[config.mk]
export PLATFORM = sky130hd
export DESIGN_NAME = amu_access_top
export DESIGN_NICKNAME = d
export VERILOG_FILES = /design/src/rtl/amu_pkg.sv /design/src/rtl/amu_sel_decode.sv /design/src/rtl/amu_trap_check.sv /design/src/rtl/amu_counter_bank.sv /design/src/rtl/amu_access_top.sv
export SDC_FILE = /design/constraint.sdc
export NUM_CORES = 1
export LEC_CHECK = 0
export ABC_AREA = 1
export CORE_AREA = 4 4 230 232
export DETAILED_ROUTE_END_ITERATION = 10
export DIE_AREA = 0 0 234 236
export DONT_BUFFER_PORTS = 1
export HOLD_SLACK_MARGIN = 0.15
export PLACE_DENSITY_LB_ADDON = 0.3
export SYNTH_ARGS = -nofsm -noshare
export SYNTH_HDL_FRONTEND = slang
export SYNTH_HIERARCHICAL = 1
export SYNTH_SLANG_ARGS = --single-unit
[constraint.sdc]
create_clock -name clk -period 1.8 [get_ports clk]
set_input_delay 0.18 -clock clk [delete_from_list [all_inputs] [get_ports clk]]
set_output_delay 0.18 -clock clk [all_outputs]
set_load 0.02 [all_outputs]
[src/rtl/amu_pkg.sv]
package amu_pkg;

    localparam int NUM_ARCH_CNT = 4;
    localparam int CNT_W        = 64;
    localparam int DATA_W       = 64;
    localparam int EVT_W        = 16;
    localparam int IDX_W        = 4;
    localparam int CFG_W        = 5;

    localparam logic [5:0] EC_MON_TRAP = 6'h18;

    localparam logic [1:0] SEL_OP0 = 2'b11;
    localparam logic [2:0] SEL_OP1 = 3'b011;
    localparam logic [3:0] SEL_CRN = 4'b1101;
    localparam logic [2:0] CRM_HI_TYPE = 3'b011;
    localparam logic [2:0] CRM_HI_CNT  = 3'b010;

    typedef enum logic [1:0] {
        LVL0 = 2'd0,
        LVL1 = 2'd1,
        LVL2 = 2'd2,
        LVL3 = 2'd3
    } lvl_e;

    typedef enum logic [1:0] {
        GRP_NONE = 2'd0,
        GRP_TYPE = 2'd1,
        GRP_CNT  = 2'd2
    } grp_e;

    typedef struct packed {
        logic [1:0] op0;
        logic [2:0] op1;
        logic [3:0] crn;
        logic [3:0] crm;
        logic [2:0] op2;
    } sel_t;

    typedef struct packed {
        grp_e             grp;
        logic [IDX_W-1:0] idx;
    } sel_dec_t;

    typedef struct packed {
        logic el1_a64;
        logic el2_en;
        logic el2_a64;
        logic el3_have;
        logic el3_a64;
        logic tge;
        logic user_en;
        logic el2_tam;
        logic el3_tam;
    } trap_ctl_t;

    typedef struct packed {
        logic trap;
        lvl_e tgt;
    } trap_res_t;

    typedef struct packed {
        logic              valid;
        logic              hit;
        logic              trap;
        lvl_e              trap_el;
        logic [5:0]        ec;
        logic [DATA_W-1:0] data;
    } rsp_t;

    function automatic logic [EVT_W-1:0] evt_number(input logic [IDX_W-1:0] idx);
        logic [EVT_W-1:0] v;
        case (idx)
            4'd0:    v = 16'h0011;
            4'd1:    v = 16'h4004;
            4'd2:    v = 16'h0008;
            4'd3:    v = 16'h4005;
            default: v = '0;
        endcase
        return v;
    endfunction

endpackage

[src/rtl/amu_sel_decode.sv]
module amu_sel_decode
    import amu_pkg::*;
(
    input  sel_t     sel,
    output sel_dec_t dec
);
    logic space_ok;

    always_comb begin
        space_ok = (sel.op0 == SEL_OP0) && (sel.op1 == SEL_OP1) && (sel.crn == SEL_CRN);
        dec.idx  = {sel.crm[0], sel.op2};
        dec.grp  = GRP_NONE;
        if (space_ok) begin
            if (sel.crm[3:1] == CRM_HI_TYPE) begin
                dec.grp = GRP_TYPE;
            end else if (sel.crm[3:1] == CRM_HI_CNT) begin
                dec.grp = GRP_CNT;
            end
        end
    end
endmodule

[src/rtl/amu_trap_check.sv]
module amu_trap_check
    import amu_pkg::*;
(
    input  lvl_e      lvl,
    input  trap_ctl_t ctl,
    output trap_res_t res
);
    logic user_block;
    logic el2_gate;
    logic el3_gate;
    logic below_el2;
    logic below_el3;

    always_comb begin
        user_block = (lvl == LVL0) && ctl.el1_a64 && !ctl.user_en;
        below_el2  = (lvl == LVL0) || (lvl == LVL1);
        below_el3  = (lvl != LVL3);
        el2_gate   = below_el2 && ctl.el2_en && ctl.el2_a64 && ctl.el2_tam;
        el3_gate   = below_el3 && ctl.el3_have && ctl.el3_a64 && ctl.el3_tam;

        res.trap = 1'b0;
        res.tgt  = LVL0;
        if (user_block) begin
            res.trap = 1'b1;
            res.tgt  = (ctl.el2_en && ctl.el2_a64 && ctl.tge) ? LVL2 : LVL1;
        end else if (el2_gate) begin
            res.trap = 1'b1;
            res.tgt  = LVL2;
        end else if (el3_gate) begin
            res.trap = 1'b1;
            res.tgt  = LVL3;
        end
    end
endmodule

[src/rtl/amu_counter_bank.sv]
module amu_counter_bank #(
    parameter int NUM = 4,
    parameter int W   = 64
) (
    input  logic                  clk,
    input  logic                  rst,
    input  logic [NUM-1:0]        inc,
    output logic [NUM-1:0][W-1:0] cnt
);
    for (genvar g = 0; g < NUM; g++) begin : g_cnt
        always_ff @(posedge clk) begin
            if (rst) begin
                cnt[g] <= '0;
            end else if (inc[g]) begin
                cnt[g] <= cnt[g] + W'(1);
            end
        end
    end
endmodule

[src/rtl/amu_access_top.sv]
module amu_access_top
    import amu_pkg::*;
#(
    parameter int NUM_CNT = NUM_ARCH_CNT
) (
    input  logic               clk,
    input  logic               rst,
    input  logic [NUM_CNT-1:0] ev_pulse,
    input  logic               acc_req,
    input  logic               acc_write,
    input  logic [1:0]         acc_op0,
    input  logic [2:0]         acc_op1,
    input  logic [3:0]         acc_crn,
    input  logic [3:0]         acc_crm,
    input  logic [2:0]         acc_op2,
    input  logic [1:0]         acc_el,
    input  logic               ctl_el1_a64,
    input  logic               ctl_el2_en,
    input  logic               ctl_el2_a64,
    input  logic               ctl_el3_have,
    input  logic               ctl_el3_a64,
    input  logic               ctl_tge,
    input  logic               ctl_user_en,
    input  logic               ctl_el2_tam,
    input  logic               ctl_el3_tam,
    output logic               rsp_valid,
    output logic               rsp_hit,
    output logic               rsp_trap,
    output logic [1:0]         rsp_trap_el,
    output logic [5:0]         rsp_ec,
    output logic [DATA_W-1:0]  rsp_rdata,
    output logic [CFG_W-1:0]   cfg_num_cnt
);
    localparam int CIDX_W = (NUM_CNT > 1) ? $clog2(NUM_CNT) : 1;

    sel_t                         sel;
    sel_dec_t                     dec;
    trap_ctl_t                    tctl;
    trap_res_t                    tres;
    logic [NUM_CNT-1:0][CNT_W-1:0] cnt_q;
    logic                         in_range;
    logic                         hit;
    logic                         take_trap;
    logic [DATA_W-1:0]            rd_data;
    rsp_t                         rsp_q;

    always_comb begin
        sel.op0 = acc_op0;
        sel.op1 = acc_op1;
        sel.crn = acc_crn;
        sel.crm = acc_crm;
        sel.op2 = acc_op2;

        tctl.el1_a64  = ctl_el1_a64;
        tctl.el2_en   = ctl_el2_en;
        tctl.el2_a64  = ctl_el2_a64;
        tctl.el3_have = ctl_el3_have;
        tctl.el3_a64  = ctl_el3_a64;
        tctl.tge      = ctl_tge;
        tctl.user_en  = ctl_user_en;
        tctl.el2_tam  = ctl_el2_tam;
        tctl.el3_tam  = ctl_el3_tam;
    end

    amu_sel_decode u_dec (
        .sel (sel),
        .dec (dec)
    );

    amu_trap_check u_trap (
        .lvl (lvl_e'(acc_el)),
        .ctl (tctl),
        .res (tres)
    );

    amu_counter_bank #(
        .NUM (NUM_CNT),
        .W   (CNT_W)
    ) u_cnt (
        .clk (clk),
        .rst (rst),
        .inc (ev_pulse),
        .cnt (cnt_q)
    );

    always_comb begin
        in_range  = (int'(dec.idx) < NUM_CNT);
        hit       = acc_req && (dec.grp != GRP_NONE);
        take_trap = hit && tres.trap;
        rd_data   = '0;
        if (in_range && !acc_write) begin
            if (dec.grp == GRP_TYPE) begin
                rd_data = {{(DATA_W-EVT_W){1'b0}}, evt_number(dec.idx)};
            end else if (dec.grp == GRP_CNT) begin
                rd_data = DATA_W'(cnt_q[dec.idx[CIDX_W-1:0]]);
            end
        end
    end

    always_ff @(posedge clk) begin
        if (rst) begin
            rsp_q <= '0;
        end else begin
            rsp_q.valid   <= acc_req;
            rsp_q.hit     <= hit;
            rsp_q.trap    <= take_trap;
            rsp_q.trap_el <= take_trap ? tres.tgt : LVL0;
            rsp_q.ec      <= take_trap ? EC_MON_TRAP : 6'h00;
            rsp_q.data    <= (hit && !take_trap) ? rd_data : '0;
        end
    end

    assign rsp_valid   = rsp_q.valid;
    assign rsp_hit     = rsp_q.hit;
    assign rsp_trap    = rsp_q.trap;
    assign rsp_trap_el = rsp_q.trap_el;
    assign rsp_ec      = rsp_q.ec;
    assign rsp_rdata   = rsp_q.data;
    assign cfg_num_cnt = CFG_W'(NUM_CNT);
endmodule

-- Yosys cells after proc, flatten, opt, wreduce, memory -nomap -nowiden
Cells that the tools add are included.
- input bits: 35
- output and inout bits: 80
- register bits: 331
- logic and storage cells: 72
- mux-type cells: 13
- reductions and logical operators: 26
- eq/ne operators: 12
- $add $sub $neg: 4
- bitwise logic cells: 4
- magnitude comparators: 2
- operator list (kind ; number):
    64-bit by 1-bit adder with 64-bit output, second input constant ; 4
    64-bit binary-select mux with 2-bit select ; 1
    64-bit 2-to-1 mux ; 1
    15-bit one-hot mux with 4 select lines ; 1
    16-bit 2-to-1 mux ; 2
    1-bit logical AND ; 16
    3-bit by 2-bit equality test with 1-bit output, second input constant ; 3
    3-bit 2-to-1 mux ; 3
    4-bit by 2-bit equality test with 1-bit output, second input constant ; 2
    2-bit 2-to-1 mux ; 4
    5-bit 2-to-1 mux ; 1
    5-bit OR reduction ; 1
    2-bit by 1-bit equality test with 1-bit output, second input constant ; 2
    2-bit equality test, second input constant ; 2
    4-bit by 1-bit equality test with 1-bit output, second input constant ; 1
    4-bit equality test, second input constant ; 1
    4-bit zero test ; 1
    4-bit by 3-bit < comparator with 1-bit output, second input constant ; 1
    1-bit NOT ; 4
    1-bit zero test ; 3
    2-bit by 3-bit < comparator with 1-bit output, second input constant ; 1
    3-bit OR reduction ; 1
    2-bit zero test ; 1
    2-bit inequality test, second input constant ; 1
    other kinds (3) ; 3

-- Longest topological paths before layout
Gate-level depths: netlist (run 1).
- depth in word-level cells: 12
- gate-level depth with buffers: 11
- gate-level depth less buffers: 11

-- Modules after synthesis
The synthesis (run 1) kept the hierarchy.
- by module, submodules not included (module ; area an instance (um2) ; instances ; seq. area each (um2) ; cells each):
    amu_counter_bank ; 15361.0 ; 1 ; 5124.9 ; 2549
    amu_access_top ; 3628.5 ; 1 ; 1381.3 ; 548
    amu_trap_check ; 121.4 ; 1 ; 0.0 ; 23
    amu_sel_decode ; 105.1 ; 1 ; 0.0 ; 20

-- Worst setup path before layout (run 1)
Ideal clock, no wire load.
- kind: register to register
- from: reg u_cnt/cnt[0] (netlist name)
- to: reg u_cnt/cnt[56] (netlist name)
- cell stages (with the launch flop): 11
- library setup time: 115 ps
- period minus slack after synthesis: 1476 ps
- path slack: 324 ps
- path buffers: 0
- required time: 1685 ps
- arrival time: 1361 ps
- cell sequence: dfxtp_1 ha_1 nand2_2 nor2_4 nand2_4 nor2_8 nand2_4 nor2_8 nand3_1 nand2_1 nor2_1
- cells in the longest elaborated chain, start to end: 1
- ends and longest elaborated chain (item ; RTL line ; text):
    from (decl) ; amu_counter_bank.sv:8 ; output logic [NUM-1:0][W-1:0] cnt
    from (signal, indexed assignment) ; amu_counter_bank.sv:15 ; cnt[g] <= cnt[g] + W'(1);
    64-bit by 1-bit adder with 64-bit output ; amu_counter_bank.sv:15 ;
No other way between the ends.
A chain may end at the register's enable or synchronous reset.

-- Worst setup path in the final report (run 1)
- from: reg u_cnt/cnt[65] (netlist name)
- to: reg u_cnt/cnt[65] (netlist name)
The elaborated chain is that of the path after synthesis.

==> results of run 1 <==
state kept, by name, indices dropped and copies added, names as in the netlist:
signal and flops:
u_cnt/cnt 256, rsp_trap_el 2, rsp_rdata 64, rsp_ec 1, rsp_valid 1, rsp_hit 1
layer usage:
layer	up-vias	track usage, %	wire (um)
met3	178	4.35	7010
met5	-	0	13
met4	2	9.27	3100
met2	982	43.3	35900
met1	9884	36.5	33000
li1	10300	-	-
synthesized netlist by cell type, types with 13 or more instances:
cell type,n
nand2_2,20
nand2_1,1004
buf_4,20
nand3_1,172
xor2_1,17
nor2_2,68
o21a_1,13
a21oi_1,136
inv_1,280
nand4_1,109
nor2_4,29
clkbuf_1,24
o21ai_0,66
nor2_1,617
nor3_1,43
dfxtp_1,325
buf_2,24
and2_1,65
critical path, delay by kind of cell (launching register included):
kind	cells	cell delay, ps
compound gates	1	120
buf+inv	2	1120
flops	1	370
simple gates	1	40
layout by cell type, fill, tap and decap left out, drive strengths merged:
cell type / Yosys / layout
a211oi: 3 / 3
a21oi: 136 / 136
a31oi: 5 / 5
and2: 65 / 65
and3: 4 / 4
buf: 54 / 153
bufinv: 0 / 1
clkbuf: 24 / 60
clkinv: 1 / 8
clkinvlp: 0 / 3
conb: 2 / 9
dfxtp: 325 / 325
dlygate4sd3: 0 / 60
dlymetal6s4s: 0 / 3
ha: 4 / 4
inv: 290 / 292
nand2: 1030 / 1030
nand3: 181 / 181
nand3b: 5 / 5
nand4: 110 / 110
nor2: 720 / 720
nor3: 46 / 46
nor3b: 11 / 11
nor4: 1 / 1
o21a: 13 / 13
o21ai: 69 / 69
o21bai: 12 / 12
or2: 2 / 2
xnor2: 10 / 10
xor2: 17 / 17
worst min path at each step:
stage | end | slack [ps] | depth (start not counted)
final | u_cnt/cnt[191] | 90 | 7
after global routing | u_cnt/cnt[203] | 150 | 5
after CTS | u_cnt/cnt[83] | -330 | 1
after detailed placement | u_cnt/cnt[137] | 280 | 1
after global placement | u_cnt/cnt[137] | 270 | 1
after floorplan | rsp_valid | 260 | 1
where the power goes:
| group | switching, mW | internal (mW) | total [mW] |
|---|---|---|---|
| combinational | 0.441 | 0.248 | 0.689 |
| sequential | 0.0251 | 7.21 | 7.24 |
| clock | 3.41 | 4.98 | 8.40 |
| total | 3.88 | 12.4 | 16.3 |
kinds of logic (layout without fill, tap and decap cells):
logic type                 Yosys count  after routing  synth area share [%]
buffers and inverters              369            580                  7.79
DFF                                325            325                  33.9
other                                2              9                0.0391
and+or+nand+nor                   2175           2175                  50.2
adders and majority gates            4              4                 0.260
AOI/OAI and AO/OA                  238            238                  6.63
xor gates and xnor gates            27             27                  1.23
layout make-up:
cell class                 instances  area, um2
clock buffer                      60       1260
clock inverter                    13        101
fill                            5355      27600
inverter                         291       1100
multi-input combinational       2453      11500
sequential                       325       6560
tap                              680        851
timing repair buffer             216       2010
timing repair:
action / in CTS / in global routing
pin swaps: 0 / 13
setup endpoints to repair: 4 / 125
hold buffers: 60 / 12
resized for setup: 1 / 126
endpoints found under the hold margin: 234 / 102
buffers inserted: 0 / 14
==> impl_metrics.yaml, run 1 <==
synthesis:
  yosysTopAreaCellShare_pct: 33.9
  ys_top_cells_by_area: "dfxtp_1, nand2_1, nor2_1"
  synth_edf_count: 0
  synth-seq-cells: 325
  yosysSeqAreaShare_pct: 33.9
  syn_area_per_cell_um2: 6.12
  synthArstFlopShare_pct: 0
  synth_top_area_cell: "dfxtp_1"
  synthCells: 3140
  synth_area_um2: 19200
  synth.distinct_cells: 44
  yosys_warnings: 6
  synth_ff_type: "dfxtp_1"
critical_path:
  slowest_delay_ps: 560
  crit_chain: "o21ai_1 > dlygate4sd3_1 > nor2_1 > dlygate4sd3_1"
  cp_max_fo: 5
  rrSetupSlack_ps: 30
  crit_type: "reg2reg"
  reg2reg_to: "u_cnt/cnt[65]"
  endpoint: "u_cnt/cnt[65]"
  cp-end-kind: "register"
  critical_path_required_ps: 2250
  critPathMostFrequentCell: "dlygate4sd3_1"
  cp-start-kind: "register"
  arrival_ps: 2230
  cp_slowest_cell: "dlygate4sd3_1"
  worstReg2RegStart: "u_cnt/cnt[65]"
  r2r_cells: 4
  setup.worst_path.start: "u_cnt/cnt[65]"
sta:
  finClkSkew_ps: 28.8
  setup_viol: 0
  worstMarginPinSlew_ps: 956
  rsz0062_at_grt: "yes"
  period_share_pct: 98.6
  min_period_ps: 1770
  relSlewSlack_pct: 36.1
  fmax_mhz: 564
  finalHoldViolCount: 0
  tns_ps: 0
  slew_viol_final: 0
  setup_slack_ps: 25.9
  holdWs_ps: 87.3
cells_and_area:
  area.growth.synth_to_final_pct: 21.7
  fin_nets: 3367
  num_antenna_cells: 0
  utilization_pct: 45.9
  drive_above_1_share_pct: 14.1
  fin_cells: 4038
  final_cell_area_um2: 23400
placement:
  gp_congestion: 0.997
  port_buffers: 0
  placed_cells: 3880
  place_ws_ps: -11.4
  placed_cell_area_um2: 20800
  dp_hpwl_um: 59300
floorplan:
  fp-row-count: 83
  initial_core_util_pct: 37.7
  die_w_um: 234
  die_area_um2: 55200
  num_io_pins: 115
  dieHeight_um: 236
  core_um2: 51000
cts:
  clock_latency_ps: 570
  clkTransAtPathRegs_ps: 60
  clk_path_buf_depth: 3
  h-tree-depth: 2
  cts_tree: "done"
  cts_buffers: 41
  cts_root_buf: "clkbuf_16"
  cts_num_sinks: 325
detailed_routing:
  detail-route-antenna-nets: 0
  drcViolationCount: 0
  wl_um: 79000
  vias: 21300
  dr.pass1.iters: 6
  avgViaCountPerCell: 5.28
  drt-initial-drc-count: 2506
  routedWlPerCell_um: 19.6
grt:
  grt_max_degree: 81
  gr-total-overflow: 0
  track_usage_pct: 26.9
  grt_pass1_vias: 19200
  grt_antenna_before_repair: 2
  grt_pass1_wl_um: 114000
power:
  worst_ir_drop_vdd_mv: 0.653
  powerDensity_nw_per_um2: 698
  p_leak_nw: 8.51
  total_power_mw: 16.3
status:
  status: "finished, final reports clean"
hold_path:
  min-delay-start: "ev_pulse[2]"
  hold_path.class: "in2reg"
flow_run:
  maxCapViolCount: 0
No activity file was read; power rests on OpenSTA's default activity.
==> run 2: changes to the inputs <==
- CORE_AREA: 4 4 230 232 -> 2 2 228 230
- DIE_AREA: 0 0 234 236 -> 0 0 230 232
- clock period: 1.8 -> 1.6 ns (I/O delays scaled with it)
==> run 2 against run 1 <==
Net effect:
- the flow now finishes with violations (hold timing, setup timing)
- register-to-register slack got worse by 30 ps
- global-route usage rose by 1.9 points
- first-iteration DRC count rose by 1.0%
- cell area rose by 13%
- sequential power rose by 12%
- core utilization rose by 6.1 points
- worst hold slack got worse by 330 ps
- clock power rose by 14%
- die area fell by 3.4%
- non-clock buffer count rose by 258
- final cell count rose by 6.4%
- via count rose by 5.0%
==> impl_metrics.yaml, run 2 (same netlist as run 1, synthesis figures left out) <==
detailed_routing:
  dr.pass1.iters: 6
  avgViaCountPerCell: 5.21
  vias: 22400
  routedWlPerCell_um: 18.9
  wl_um: 81200
  detail-route-antenna-nets: 0
  drcViolationCount: 0
  drt-initial-drc-count: 2531
cts:
  h-tree-depth: 2
  cts_tree: "done"
  cts_root_buf: "clkbuf_16"
  clock_latency_ps: 580
  cts_buffers: 41
  cts_num_sinks: 325
  clkTransAtPathRegs_ps: 60
  clk_path_buf_depth: 3
cells_and_area:
  fin_nets: 3625
  num-fill-cells: 5059
  final_cell_area_um2: 26500
  fin_cells: 4296
  final_cell_mix: "nand2_1, nor2_1, buf_4"
  drive_above_1_share_pct: 28.0
  area.growth.synth_to_final_pct: 37.8
  largest_reg_flops: 256
  regMostFlops: "u_cnt/cnt"
  layout_commonest_cell: "nand2_1"
  num_antenna_cells: 0
status:
  violations: "hold timing, setup timing"
  status: "finished with violations"
sta:
  min_period_ps: 1610
  worstMarginPinSlew_ps: 617
  setup_slack_ps: -6.99
  relSlewSlack_pct: 58.8
  setup_viol: 1
  slew_viol_final: 0
  finalHoldViolCount: 27
  holdWs_ps: -238
  period_share_pct: 100
  tns_ps: -6.99
  fmax_mhz: 622
  rsz0062_at_grt: "yes"
  finClkSkew_ps: 23.4
grt:
  grt_antenna_before_repair: 5
  grt_pass1_vias: 20400
  gr-total-overflow: 0
  grt_pass1_wl_um: 117000
  grt_max_degree: 81
  track_usage_pct: 28.7
critical_path:
  cp-start-kind: "input port"
  setup.worst_path.start: "ev_pulse[1]"
  critical_path_required_ps: 2050
  worstReg2RegStart: "u_cnt/cnt[0]"
  crit_type: "in2reg"
  arrival_ps: 2060
  cp-end-kind: "register"
  cp_max_fo: 10
floorplan:
  die_area_um2: 53400
  initial_core_util_pct: 37.8
  dieHeight_um: 232
  fp-row-count: 83
  die_w_um: 230
  num_io_pins: 115
  core_um2: 50900
hold_path:
  hold_path.class: "in2reg"
  min-delay-start: "ev_pulse[0]"
power:
  worst_ir_drop_vdd_mv: 0.732
  p_leak_nw: 10.1
  powerDensity_nw_per_um2: 698
placement:
  dp_hpwl_um: 60900
  port_buffers: 0
  placed_cells: 4122
  gp_congestion: 0.995
  placed_cell_area_um2: 22600
flow_run:
  maxCapViolCount: 0
-- run 2: timing repair --
action / in CTS / in global routing
pin swaps: 17 / 104
cloned: 0 / 1
setup endpoints to repair: 89 / 211
hold buffers: 59 / 16
resized for setup: 71 / 450
hold endpoints to repair: 267 / 172
setup buffers: 5 / 25
-- run 2: per-layer routing --
metal,up-vias,track usage [%],routed length (um)
met5,-,0,23
met4,4,11.5,3920
met3,220,4.13,6360
met2,989,47.1,36900
met1,10400,38.0,33900
li1,10800,-,-
-- run 2: area by class of cell --
class | instances | area [um2] | area share [%]
multi-input cells | 2453 | 12500 | 47.1
flip-flops and latches | 325 | 6700 | 25.3
repair buffers | 474 | 3990 | 15.1
clock buffers | 59 | 1250 | 4.71
inverters | 291 | 1100 | 4.14
well taps | 680 | 851 | 3.21
clock inverters | 14 | 128 | 0.482
-- run 2: worst max-delay path: stages --
cell,delay [ps]
dlygate4sd3_1,930
nand2_2,170
nor2_4,160
nand2_2,90
buf_6,130
nor3_4,220
xnor2_1,140
nor2_1,50
-- run 2: power breakdown --
group	internal (mW)	total [mW]	switching, mW
Combinational	0.333	0.825	0.492
Sequential	8.09	8.12	0.0305
Clock	5.72	9.54	3.82
-- run 2: through the flow --
step                worst slack (ps)  util, %  total power, mW
floorplan                        124        -             8.73
global placement               -93.2     44.5             8.84
detailed placement              -124     44.5             8.84
CTS                            -9.46     48.8             18.5
global route                    -136     52.0             19.0
finish                         -6.99     52.0             18.5
-- run 2: final timing paths --
path | cells after the start | slack, ps | end
max | 8 | -7 | u_cnt/cnt[83]
min | 2 | -240 | u_cnt/cnt[31]
max reg2reg | 10 | 0 | u_cnt/cnt[56]
min reg2reg | 2 | 490 | u_cnt/cnt[22]
==> run 3: changes to the inputs <==
- CORE_AREA: 2 2 228 230 -> 2 2 225 227
- DIE_AREA: 0 0 230 232 -> 0 0 227 229
- SYNTH_HIERARCHICAL: 1 -> not set
- clock period: 1.6 -> 1.9 ns (I/O delays scaled with it)
==> run 3 against run 2 <==
Net effect:
- the flow finishes with violations (hold timing)
- largest power group unchanged
- critical path type is now reg2reg
- non-clock buffer count down 286
- first-iteration DRC count down 7.8%
- clock skew up 15 ps
==> impl_metrics.yaml, run 3 <==
status:
  violations: "hold timing"
  status: "finished with violations"
sta:
  period_share_pct: 97.9
  fmax_mhz: 538
  holdWs_ps: -184
  finalHoldViolCount: 9
  relSlewSlack_pct: 47.9
  min_period_ps: 1860
  setup_viol: 0
  finClkSkew_ps: 38.4
  worstMarginPinSlew_ps: 773
  rsz0062_at_grt: "yes"
  slew_viol_final: 0
placement:
  gp_congestion: 0.999
  port_buffers: 0
  placed_cell_area_um2: 19900
  placed_cells: 3776
  dp_hpwl_um: 59000
grt:
  track_usage_pct: 29.1
  grt_antenna_before_repair: 2
  grt_pass1_vias: 18400
  gr-total-overflow: 0
  grt_pass1_wl_um: 114000
  grt_max_degree: 55
synthesis:
  yosysSeqAreaShare_pct: 34.9
  synthArstFlopShare_pct: 0
  synthCells: 3083
  synth_most_common_cell: "nand2_1"
  synth_area_um2: 18600
  synth-seq-cells: 325
  ys_top_cells_by_area: "dfxtp_1, nand2_1, nor2_1"
  synth_common_cells: "nand2_1, nor2_1, inv_1"
  synth_ff_type: "dfxtp_1"
  synth.distinct_cells: 45
  syn_area_per_cell_um2: 6.04
  yosysTopAreaCellShare_pct: 34.9
  synth_edf_count: 0
  synth_top_area_cell: "dfxtp_1"
  yosys_warnings: 0
cts:
  cts_buffers: 39
  clock_latency_ps: 600
  cts_root_buf: "clkbuf_16"
  cts_num_sinks: 325
  clkTransAtPathRegs_ps: 60
  clk_path_buf_depth: 3
  h-tree-depth: 2
  cts_tree: "done"
cells_and_area:
  fin_nets: 3273
  layout_commonest_cell: "nand2_1"
  num-fill-cells: 5315
  drive_above_1_share_pct: 9.87
  area.growth.synth_to_final_pct: 19.8
  largest_reg_flops: 256
  final_cell_mix: "nand2_1, nor2_1, inv_1"
  utilization_pct: 44.9
  final_cell_area_um2: 22300
  regMostFlops: "u_cnt.cnt"
  fin_cells: 3936
detailed_routing:
  detail-route-antenna-nets: 0
  routedWlPerCell_um: 19.7
  drt-initial-drc-count: 2333
  drcViolationCount: 0
  wl_um: 77400
  vias: 20700
  avgViaCountPerCell: 5.27
  dr.pass1.iters: 7
critical_path:
  crit_type: "reg2reg"
  worstReg2RegStart: "u_cnt.cnt[65]"
  cp_slowest_cell: "dlygate4sd3_1"
  cp_max_fo: 4
  cp-end-kind: "register"
  crit_chain: "ha_2 > nand2_2 > inv_1 > nand2_2 > dlygate4sd3_1 > a21oi_1"
  setup.worst_path.start: "u_cnt.cnt[65]"
  cp-start-kind: "register"
  slowest_delay_ps: 610
  critical_path_required_ps: 2400
  reg2reg_to: "u_cnt.cnt[70]"
  rrSetupSlack_ps: 40
  arrival_ps: 2360
  r2r_cells: 6
  endpoint: "u_cnt.cnt[70]"
  critPathMostFrequentCell: "nand2_2"
hold_path:
  hold_path.class: "in2reg"
  holdPathStages: 3
floorplan:
  num_io_pins: 115
  initial_core_util_pct: 37.5
  die_w_um: 227
  dieHeight_um: 229
  core_um2: 49700
  die_area_um2: 52000
  fp-row-count: 82
power:
  total_power_mw: 15.4
  p_leak_nw: 7.65
  worst_ir_drop_vdd_mv: 0.702
  powerDensity_nw_per_um2: 691
flow_run:
  maxCapViolCount: 0
-- run 3: changes by cell type in the layout (fill, tap and decap cells not counted), sizes merged, moves of 45 or more --
cell	change
a21oi	+51
and2	-55
buf	-303
inv	+64
nand2	-217
nand3	+45
nand4	-70
-- run 3: cell type report --
cell class | count | area [um2] | area share (%)
Sequential cell | 325 | 6530 | 29.3
Inverter | 357 | 1350 | 6.06
Antenna cell | 1 | 2.50 | 0.0112
Clock inverter | 21 | 245 | 1.10
Clock buffer | 49 | 1080 | 4.86
Tap cell | 672 | 841 | 3.77
Timing Repair Buffer | 188 | 1730 | 7.76
Multi-Input combinational cell | 2323 | 10500 | 47.2
-- run 3: timing repair --
item	CTS	global route
gates resized for setup	0	68
hold endpoints to repair	280	84
endpoints found under the setup margin	0	61
hold buffers	76	10
buffers inserted	0	2
-- run 3: logic make-up (layout without fill, tap and decap cells) --
kind of cell / count (synthesis) / in the layout / share of synthesized area (%)
DFF: 325 / 325 / 34.9
xor gates and xnor gates: 14 / 14 / 0.658
AOI/OAI and AO/OA: 384 / 384 / 11.4
other: 2 / 10 / 0.0403
adders and majority gates: 4 / 4 / 0.269
and+or+nand+nor: 1912 / 1912 / 43.2
buffers and inverters: 442 / 615 / 9.48
-- run 3: stage by stage --
step | setup TNS (ps) | setup WS (ps)
5_1_grt | -17.2 | -8.04
2_1_floorplan | 0 | 391
6_report | 0 | 40.7
3_3_place_gp | 0 | 61.6
3_5_place_dp | 0 | 46.3
4_1_cts | 0 | 2.21
-- run 3: how the worst min path moves through the flow --
stage | startpoint | end | slack, ps
after floorplan | acc_req | rsp_valid | 320
after global routing | ev_pulse[2] | u_cnt.cnt[156] | -190
after detailed placement | rst | u_cnt.cnt[100] | 290
after global placement | rst | u_cnt.cnt[100] | 280
after CTS | ev_pulse[0] | u_cnt.cnt[26] | -250
final | ev_pulse[2] | u_cnt.cnt[156] | -180
-- run 3: critical path, delay by kind of cell (launching register included) --
kind | cells | cell delay [ps]
buffers and inverters | 2 | 810
flip-flops | 1 | 370
adder cells (fa/ha/maj) | 1 | 240
AND/OR/NAND/NOR | 2 | 230
AO/OA/AOI/OAI | 1 | 140
-- run 3: power breakdown --
group	leakage, nW	switching (mW)	internal, mW
registers	2.63	0.0209	6.83
clock network	0.646	3.32	4.62
logic	4.37	0.425	0.201
total	7.65	3.77	11.7
-- run 3: metal layers --
layer	track usage [%]	routed length, um	share of wire [%]	up-vias
met4	12.7	3930	5.1	4
met5	0	22	0.028	-
li1	-	-	-	10100
met2	43.0	32500	42	1031
met3	5.21	7500	9.7	164
met1	41.2	33500	43	9424
